==> src/rtl/hbi_pkg.sv <==
// Shared widths and types for the dual-format host bus interface.
package hbi_pkg;
    localparam int HBI_DATA_W = 8;
    localparam int HBI_ADDR_W = 4;
    localparam int HBI_NREG   = 1 << HBI_ADDR_W;

    // Strobe convention in use on the host side.
    typedef enum logic {
        STB_DIR   = 1'b0,   // data strobe plus read/write direction
        STB_SPLIT = 1'b1    // separate active-low read and write strobes
    } strobe_fmt_e;
endpackage

==> src/rtl/hbi_sync.sv <==
// Multi-stage resynchroniser for a bundle of host pins.
// Assumes multi-bit fields (address, data) are held stable by the host
// for longer than STAGES cycles around each strobe.
module hbi_sync #(
    parameter int              WIDTH   = 8,
    parameter int              STAGES  = 2,
    parameter logic [WIDTH-1:0] RST_VAL = '0
) (
    input  logic             clk,
    input  logic             rst_n,
    input  logic [WIDTH-1:0] d_i,
    output logic [WIDTH-1:0] q_o
);
    logic [WIDTH-1:0] stg [STAGES];

    generate
        for (genvar s = 0; s < STAGES; s++) begin : g_stage
            if (s == 0) begin : g_first
                // First stage captures the raw pins.
                always_ff @(posedge clk) begin
                    if (!rst_n) stg[s] <= RST_VAL;
                    else        stg[s] <= d_i;
                end
            end else begin : g_next
                // Later stages shift the value along.
                always_ff @(posedge clk) begin
                    if (!rst_n) stg[s] <= RST_VAL;
                    else        stg[s] <= stg[s-1];
                end
            end
        end
    endgenerate

    assign q_o = stg[STAGES-1];
endmodule

==> src/rtl/hbi_mode_ctl.sv <==
// Arrangement and convention control.
// Samples the mode pin during reset, selects the strobe convention, and
// drives the interrupt function of the mode pin in the separate arrangement.
// Assumes the mode pin is stable for the final reset cycle.
module hbi_mode_ctl
    import hbi_pkg::*;
(
    input  logic        clk,
    input  logic        rst_n,
    input  logic        mode_pin_i,
    input  logic        irq_en_i,
    input  logic        irq_req_i,
    input  logic        mux_fmt_split_i,
    input  logic        fmt_pin_s_i,
    output logic        mux_mode_o,
    output strobe_fmt_e fmt_o,
    output logic        irq_o,
    output logic        irq_oe_o
);
    logic mux_q;
    logic irq_q;
    logic irq_oe_q;

    // Latch the arrangement while reset is held; hold it afterwards.
    always_ff @(posedge clk) begin
        if (!rst_n) mux_q <= ~mode_pin_i;
    end

    // Register the interrupt drive; never drive during reset or when multiplexed.
    always_ff @(posedge clk) begin
        if (!rst_n) begin
            irq_oe_q <= 1'b0;
            irq_q    <= 1'b1;
        end else begin
            irq_oe_q <= ~mux_q & irq_en_i;
            irq_q    <= ~irq_req_i;
        end
    end

    // Pick the convention source according to the arrangement.
    always_comb begin
        if (mux_q) fmt_o = mux_fmt_split_i ? STB_SPLIT : STB_DIR;
        else       fmt_o = fmt_pin_s_i     ? STB_SPLIT : STB_DIR;
    end

    assign mux_mode_o = mux_q;
    assign irq_o      = irq_q;
    assign irq_oe_o   = irq_oe_q;
endmodule

==> src/rtl/hbi_addr_sel.sv <==
// Register address selection.
// Multiplexed: captures the low address bits from the shared bus while the
// latch strobe is high. Separate: passes the dedicated address port.
module hbi_addr_sel #(
    parameter int ADDR_W = 4
) (
    input  logic              clk,
    input  logic              rst_n,
    input  logic              mux_mode_i,
    input  logic              ale_s_i,
    input  logic [ADDR_W-1:0] ad_lo_s_i,
    input  logic [ADDR_W-1:0] addr_s_i,
    output logic [ADDR_W-1:0] addr_o
);
    logic [ADDR_W-1:0] lat_q;

    // Capture the address phase of a multiplexed cycle.
    always_ff @(posedge clk) begin
        if (!rst_n)                     lat_q <= '0;
        else if (mux_mode_i && ale_s_i) lat_q <= ad_lo_s_i;
    end

    // Choose the address source for the current arrangement.
    always_comb begin
        addr_o = mux_mode_i ? lat_q : addr_s_i;
    end
endmodule

==> src/rtl/hbi_strobe_dec.sv <==
// Strobe decoding and write-completion detection.
// Derives read and write conditions for either convention. It captures the
// address and data while a write is active, and flags the cycle in which
// the write condition ends.
module hbi_strobe_dec
    import hbi_pkg::*;
#(
    parameter int ADDR_W = 4,
    parameter int DATA_W = 8
) (
    input  logic              clk,
    input  logic              rst_n,
    input  strobe_fmt_e       fmt_i,
    input  logic              cs_n_s_i,
    input  logic              rd_s_i,
    input  logic              wr_s_i,
    input  logic [ADDR_W-1:0] addr_i,
    input  logic [DATA_W-1:0] data_i,
    output logic              rd_act_o,
    output logic              wr_done_o,
    output logic [ADDR_W-1:0] wr_addr_o,
    output logic [DATA_W-1:0] wr_data_o
);
    logic              wr_act;
    logic              wr_act_q;
    logic [ADDR_W-1:0] wa_q;
    logic [DATA_W-1:0] wd_q;

    // Decode the current read and write conditions.
    always_comb begin
        if (fmt_i == STB_SPLIT) begin
            rd_act_o = ~cs_n_s_i & ~rd_s_i;
            wr_act   = ~cs_n_s_i & ~wr_s_i;
        end else begin
            rd_act_o = ~cs_n_s_i & rd_s_i &  wr_s_i;
            wr_act   = ~cs_n_s_i & rd_s_i & ~wr_s_i;
        end
    end

    // Track the write condition and keep the address and data it carried.
    always_ff @(posedge clk) begin
        if (!rst_n) begin
            wr_act_q <= 1'b0;
            wa_q     <= '0;
            wd_q     <= '0;
        end else begin
            wr_act_q <= wr_act;
            if (wr_act) begin
                wa_q <= addr_i;
                wd_q <= data_i;
            end
        end
    end

    assign wr_done_o = wr_act_q & ~wr_act;
    assign wr_addr_o = wa_q;
    assign wr_data_o = wd_q;
endmodule

==> src/rtl/dual_bus_host_if.sv <==
// Top level of the dual-format host bus slave.
// Resynchronises host pins, resolves arrangement and convention, and issues
// one-hot register writes and tristate-controlled read data.
// Assumes the register bank presents all contents on reg_rd_vec_i.
module dual_bus_host_if
    import hbi_pkg::*;
#(
    parameter int DATA_W      = HBI_DATA_W,
    parameter int ADDR_W      = HBI_ADDR_W,
    parameter int SYNC_STAGES = 2
) (
    input  logic                         clk,
    input  logic                         rst_n,
    input  logic                         mode_pin_i,
    input  logic                         irq_en_i,
    input  logic                         irq_req_i,
    input  logic                         mux_fmt_split_i,
    input  logic                         cs_n_i,
    input  logic                         ale_fmt_i,
    input  logic                         rd_ds_i,
    input  logic                         wr_rw_i,
    input  logic [ADDR_W-1:0]            addr_i,
    input  logic [DATA_W-1:0]            ad_i,
    output logic [DATA_W-1:0]            ad_o,
    output logic                         ad_oe_o,
    output logic                         irq_o,
    output logic                         irq_oe_o,
    output logic [(1<<ADDR_W)-1:0]       reg_wr_en_o,
    output logic [DATA_W-1:0]            reg_wr_data_o,
    input  logic [(1<<ADDR_W)*DATA_W-1:0] reg_rd_vec_i
);
    localparam int NREG   = 1 << ADDR_W;
    localparam int BUND_W = 4 + ADDR_W + DATA_W;
    localparam logic [BUND_W-1:0] BUND_RST = {1'b1, {(BUND_W-1){1'b0}}};

    logic [BUND_W-1:0] bund_raw;
    logic [BUND_W-1:0] bund_s;
    logic              cs_n_s;
    logic              ale_s;
    logic              rd_s;
    logic              wr_s;
    logic [ADDR_W-1:0] addr_s;
    logic [DATA_W-1:0] ad_s;
    logic              mux_mode;
    strobe_fmt_e       fmt;
    logic [ADDR_W-1:0] addr_cur;
    logic              rd_act;
    logic              wr_done;
    logic [ADDR_W-1:0] wr_addr;
    logic [DATA_W-1:0] wr_data;
    logic [NREG-1:0]   wr_en_q;
    logic [DATA_W-1:0] wr_data_q;

    assign bund_raw = {cs_n_i, ale_fmt_i, rd_ds_i, wr_rw_i, addr_i, ad_i};

    hbi_sync #(.WIDTH(BUND_W), .STAGES(SYNC_STAGES), .RST_VAL(BUND_RST)) u_sync (
        .clk   (clk),
        .rst_n (rst_n),
        .d_i   (bund_raw),
        .q_o   (bund_s)
    );

    assign {cs_n_s, ale_s, rd_s, wr_s, addr_s, ad_s} = bund_s;

    hbi_mode_ctl u_mode (
        .clk             (clk),
        .rst_n           (rst_n),
        .mode_pin_i      (mode_pin_i),
        .irq_en_i        (irq_en_i),
        .irq_req_i       (irq_req_i),
        .mux_fmt_split_i (mux_fmt_split_i),
        .fmt_pin_s_i     (ale_s),
        .mux_mode_o      (mux_mode),
        .fmt_o           (fmt),
        .irq_o           (irq_o),
        .irq_oe_o        (irq_oe_o)
    );

    hbi_addr_sel #(.ADDR_W(ADDR_W)) u_addr (
        .clk        (clk),
        .rst_n      (rst_n),
        .mux_mode_i (mux_mode),
        .ale_s_i    (ale_s),
        .ad_lo_s_i  (ad_s[ADDR_W-1:0]),
        .addr_s_i   (addr_s),
        .addr_o     (addr_cur)
    );

    hbi_strobe_dec #(.ADDR_W(ADDR_W), .DATA_W(DATA_W)) u_strb (
        .clk       (clk),
        .rst_n     (rst_n),
        .fmt_i     (fmt),
        .cs_n_s_i  (cs_n_s),
        .rd_s_i    (rd_s),
        .wr_s_i    (wr_s),
        .addr_i    (addr_cur),
        .data_i    (ad_s),
        .rd_act_o  (rd_act),
        .wr_done_o (wr_done),
        .wr_addr_o (wr_addr),
        .wr_data_o (wr_data)
    );

    // Register one write-enable bit per register on write completion.
    generate
        for (genvar r = 0; r < NREG; r++) begin : g_wen
            always_ff @(posedge clk) begin
                if (!rst_n) wr_en_q[r] <= 1'b0;
                else        wr_en_q[r] <= wr_done && (wr_addr == ADDR_W'(r));
            end
        end
    endgenerate

    // Hold the write data alongside the enable pulse.
    always_ff @(posedge clk) begin
        if (!rst_n)       wr_data_q <= '0;
        else if (wr_done) wr_data_q <= wr_data;
    end

    // Select read data and drive the output enable during an active read.
    always_comb begin
        ad_o    = reg_rd_vec_i[addr_cur*DATA_W +: DATA_W];
        ad_oe_o = rd_act;
    end

    assign reg_wr_en_o   = wr_en_q;
    assign reg_wr_data_o = wr_data_q;
endmodule

==> config.mk <==
export PLATFORM = sky130hd
export DESIGN_NAME = dual_bus_host_if
export DESIGN_NICKNAME = d
export VERILOG_FILES = /design/src/rtl/hbi_pkg.sv /design/src/rtl/hbi_sync.sv /design/src/rtl/hbi_mode_ctl.sv /design/src/rtl/hbi_addr_sel.sv /design/src/rtl/hbi_strobe_dec.sv /design/src/rtl/dual_bus_host_if.sv
export SDC_FILE = /design/constraint.sdc
export NUM_CORES = 1
export LEC_CHECK = 0
export ABC_AREA = 1
export BUFFER_PORTS_ARGS = -buffer_cell sky130_fd_sc_hd__buf_2
export CELL_PAD_IN_SITES_DETAIL_PLACEMENT = 1
export CELL_PAD_IN_SITES_GLOBAL_PLACEMENT = 1
export CORE_ASPECT_RATIO = 1.4
export CORE_MARGIN = 3
export CORE_UTILIZATION = 33
export CTS_BUF_LIST = sky130_fd_sc_hd__clkbuf_2
export CTS_CLUSTER_DIAMETER = 150
export DETAILED_ROUTE_END_ITERATION = 10
export GPL_TIMING_DRIVEN = 0
export PLACE_DENSITY_LB_ADDON = 0.1
export SETUP_SLACK_MARGIN = 0.2
export SYNTH_ARGS = -nofsm -noshare
export SYNTH_HDL_FRONTEND = slang
export SYNTH_SLANG_ARGS = --single-unit
==> constraint.sdc <==
create_clock -name clk -period 2.3 [get_ports clk]
set_clock_uncertainty 0.15 [all_clocks]
set_input_delay 0.345 -clock clk [delete_from_list [all_inputs] [get_ports clk]]
set_output_delay 0.345 -clock clk [all_outputs]
set_load 0.01 [all_outputs]
# Word-level counts from Yosys, hierarchy flattened
# Memory sizes are Yosys's and may differ from the RTL's.
# Index checks and enable logic that the tools add are counted.
# Widths: inputs -> output; s select.
[word_totals]
elab_cells = 85
register_bits = 44
ramBits = 32
out_inout_bits = 35
n_memories = 1
[mem_list]
columns = ["name", "words", "width", "rd", "rd_clocked_by_memory_dff", "write_ports", "line_no", "text"]
rows = [
  ["u_sync.stg", 2, 16, 2, 0, 2, "hbi_sync.sv:14", "logic [WIDTH-1:0] stg [STAGES];"],
]
[op_classes]
n_reduce_logical = 18
n_mux = 10
n_bitwise = 16
eq_ne = 15
shifts = 1
[ops]
columns = ["cell", "n"]
rows = [
  ["$shiftx 128x8->8", 1],
  ["$eq 4x4->1 const B", 8],
  ["$mux 16", 2],
  ["$logic_and 1x1->1", 17],
  ["$eq 4x3->1 const B", 4],
  ["$eq 4x2->1 const B", 2],
  ["$and 1x1->1", 7],
  ["$mux 1", 7],
  ["$not 1->1", 7],
  ["$eq 4x1->1 const B", 1],
  ["$logic_not 4->1", 1],
  ["$mux 4", 1],
  ["$or 1x1->1", 2],
]

# Logic depth before layout (Yosys ltp)
[depth]
depth_word = 7
mapped_depth = 10
ltp_nobuf = 9

# Hierarchy
# A second synthesis with hierarchy kept.
[unflattened]
cells_unflattened = 699
area_unflattened_um2 = 4230.3
[by_module_without_submodules]
columns = ["module", "cells_per_inst", "seq_area_each_um2", "instances", "area_per_inst_um2"]
rows = [
  ["dual_bus_host_if", 467, 480.5, 1, 2364.8],
  ["hbi_sync", 99, 640.6, 1, 914.6],
  ["hbi_strobe_dec", 87, 260.2, 1, 634.4],
  ["hbi_addr_sel", 34, 80.1, 1, 212.7],
  ["hbi_mode_ctl", 12, 70.1, 1, 103.8],
]

# Least setup slack after synthesis
# Ideal clock, no wire load.
[synth_path]
path_type = "reg2out"
startpoint = "register u_mode.mux_q, in the netlist u_mode.mux_mode_o"
endpoint = "output port ad_o[3]"
path_stages_with_launch = 10
required_ns = 1.805
t_arrival_ns = 1.350
slack_ns = 0.455
n_path_buf = 2
cell_sequence = "edfxtp_1 buf_6 nand2_1 inv_1 nor2_4 buf_4 nand3_1 nand3_1 nand3_1 nand2_1"
[synth_between]
elab_chain_cells = 2
[synth_rtl]
columns = ["item", "line_no", "text"]
rows = [
  ["from (decl)", "hbi_mode_ctl.sv:20", "logic mux_q;"],
  ["from (signal assigned)", "hbi_mode_ctl.sv:26", "if (!rst_n) mux_q <= ~mode_pin_i;"],
  ["$mux 4", "hbi_addr_sel.sv:25", "addr_o = mux_mode_i ? lat_q : addr_s_i;"],
  ["$shiftx 128x8->8", "dual_bus_host_if.sv:122", "ad_o = reg_rd_vec_i[addr_cur*DATA_W +: DATA_W];"],
  ["to (decl)", "dual_bus_host_if.sv:24", "output logic [DATA_W-1:0] ad_o,"],
]
# No other way between the ends.

# Worst setup path in the final report
[layout_path]
startpoint = "register u_mode.mux_q, in the netlist u_mode.mux_mode_o"
endpoint = "output port ad_o[5]"
# The elaborated chain is that of the path after synthesis.

==> flow_summary.json <==
{
  "status": "finished with violations",
  "violations": "setup timing",
  "fp.dieH_um": 142,
  "ys_types": 27,
  "core_area_sq_um": 12900,
  "clkTransAtPathRegs_ns": 0.18,
  "power.total_mw": 3.15,
  "max_freq_mhz": 374,
  "drcViolationCount": 0,
  "hold_viol_final": 0,
  "clockBufferDepth": 2,
  "first_global_vias": 5608,
  "slew_headroom_pct": 64.6,
  "drtAntennaViolNets": 0,
  "ys_ff_latch": 76,
  "hold_class": "input port to flip-flop",
  "reg2regPathDepth": 10,
  "p_per_area_nw_per_um2": 476,
  "min_period_ns": 2.67,
  "worstReg2RegEnd": "reg_wr_en_o[6]$_SDFF_PN0_",
  "netlist_area_sq_um": 4360,
  "grt_overflow": 0,
  "period_share_pct": 116,
  "worst_pin_slew_ns": 0.532,
  "yosysWarnings": 0,
  "vdd_drop_max_mv": 0.375,
  "dpl_worst_slack_ns": 0.00336,
  "io_pins": 185,
  "synth_nets": 844,
  "rows": 49,
  "vias": 5262,
  "cts_num_sinks": 76,
  "path_max_fanout": 8,
  "clk-insertion-delay-late_ns": 0.53,
  "cts_tree": "done",
  "drv_cap": 0,
  "h-tree-depth": 3,
  "critPathRequiredTime_ns": 1.80,
  "crit_arrival_ns": 2.18,
  "grt_setup_unrepaired": "yes",
  "cp-start-kind": "flip-flop",
  "dieArea_sq_um": 14600,
  "grt_antenna_before_repair": 1,
  "r2r_start": "u_mode.mux_mode_o$_DFFE_PN_",
  "place.gp.congestion": 0.948,
  "grt_start_max_net_pins": 15,
  "area_delta_synth_final_pct": 51.8,
  "drtIter0Drc": 187,
  "drive_gt1_share_pct": 38.3,
  "nets": 1084,
  "cp_common_cell": "nand3_2",
  "wirelength_mm": 17.9,
  "worst-r2r-setup-slack_ns": 0.25,
  "grt_pass1_wl_mm": 26.6,
  "first_pass_iters": 4,
  "cts_root_buf": "clkbuf_2",
  "hpwl_mm": 13.3,
  "synth_seq_area_share_pct": 35.2,
  "fillers": 1704,
  "cp-end-kind": "output port",
  "whs_endpoint": "u_addr.lat_q[0]$_SDFFE_PN0P_",
  "utilization_pct": 51.4,
  "worstHoldPathCells": 3,
  "fp.dieW_um": 103,
  "setup_viol": 9,
  "worstSetupPathType": "flip-flop to output port",
  "crit_path_top_delay_cell": "edfxtp_1",
  "start_util_pct": 33.8,
  "drv_slew": 0,
  "max_stage_delay_ns": 0.49,
  "setup_ws_ns": -0.374,
  "crit_chain": "buf_6 -> o21ai_4 -> buf_12 -> buf_2 -> nand3_2 -> nand3_2 -> nand3_2 -> nand2_2 -> buf_6",
  "final_common_cell": "buf_2",
  "synth_cells": 694,
  "wire_per_inst_um": 16.3,
  "numCtsBuffers": 9,
  "hold_path.startpoint": "rst_n",
  "grtUsageTotal_pct": 23.4,
  "via_per_inst": 4.81,
  "layout_common_cells": "181 x buf_2, 162 x inv_1, 142 x nand2_1, 105 x nand3_1, 75 x dfxtp_1",
  "leakagePower_nw": 3.81,
  "syn_avg_cell_area_sq_um": 6.28,
  "io_buffers": 183
}
how the worst max path moves through the flow:
stage,to,start,slack (ns),cells after the start
6_report,ad_o[5],u_mode.mux_mode_o$_DFFE_PN_,-0.37,9
5_1_grt,ad_o[5],u_mode.mux_mode_o$_DFFE_PN_,-0.48,11
4_1_cts,ad_o[1],u_mode.mux_mode_o$_DFFE_PN_,-0.36,12
3_5_place_dp,ad_o[0],u_mode.mux_mode_o$_DFFE_PN_,0.003,11
3_3_place_gp,ad_o[0],u_mode.mux_mode_o$_DFFE_PN_,0.02,11
2_1_floorplan,ad_o[3],u_mode.mux_mode_o$_DFFE_PN_,0.45,9
synthesized netlist by cell type, drive strengths merged:
library cell	count	area [sq um]
nand3b	17	128
edfxtp	1	30.0
inv	166	626
a21oi	15	109
o21ai	8	62.6
dfxtp	75	1500
nand3	156	786
buf	27	191
nor2	43	169
nor3b	1	7.51
nand4	1	6.26
nor3	1	5.00
nand2	169	672
clkbuf	10	37.5
or2	4	25.0
final cells by class:
cell class                 instances  area (sq um)  area share [%]
antenna                            1          2.50          0.0378
buffer                            37           352            5.32
clock buffer                       9          45.0           0.681
clock inverter                     7          98.8            1.49
inverter                         166           628            9.50
multi-input combinational        415          2360            35.6
sequential                        76          1530            23.2
tap                              153           191            2.89
timing repair buffer             229          1410            21.3
repair_timing:
action / 4_1_cts / 5_1_grt
setup endpoints to repair: 9 / 35
hold buffers: 19 / 0
gates cloned: 3 / 4
buffers inserted: 18 / 2
pin swaps: 18 / 10
gates resized for setup: 96 / 51
hold endpoints to repair: 19 / 0
stage by stage:
| stage | instance area [sq um] | hold slack (ns) | instances | setup TNS [ns] |
|---|---|---|---|---|
| finish | 6610 | 0.0879 | 1093 | -2.89 |
| global route | 6610 | 0.101 | 1093 | -3.92 |
| CTS | 6350 | 0.0402 | 1086 | -2.90 |
| detailed placement | 5460 | 0.254 | 1030 | 0 |
| global placement | 5460 | 0.243 | 1030 | 0 |
| floorplan | 4360 | 0.240 | 694 | 0 |
routing by layer:
layer / share of wire (%) / vias up / GRT usage, %
li1: - / 2578 / -
met1: 35 / 2453 / 23.0
met2: 55 / 191 / 46.0
met3: 5.4 / 40 / 3.87
met4: 3.7 / 0 / 10.6
met5: 0 / - / 0
critical path, delay by kind of cell, from the launching register on:
family	cells	cell delay, ns
flops	1	0.49
simple gates	4	0.41
compound gates	1	0.16
buf+inv	4	0.62
where the power goes:
group / switching, mW / internal, mW
clock network: 0.480 / 0.365
logic: 0.496 / 0.428
registers: 0.0188 / 1.36
total: 0.995 / 2.15
flip-flops by register name, summed over array words and instances (netlist names):
name	flops
reg_wr_data_o	8
reg_wr_en_o	16
u_addr.lat_q	4
u_mode.irq_o	1
u_mode.irq_oe_o	1
u_mode.mux_mode_o	1
u_strb.wr_act_q	1
u_strb.wr_addr_o	4
u_strb.wr_data_o	8
u_sync.stg	32
cell families after synthesis:
logic type,share of synthesized area (%)
flip-flops,35.2
AO/OA/AOI/OAI,3.94
buffers and inverters,19.6
AND/OR/NAND/NOR,41.3
(Power assumes the default switching activity.)
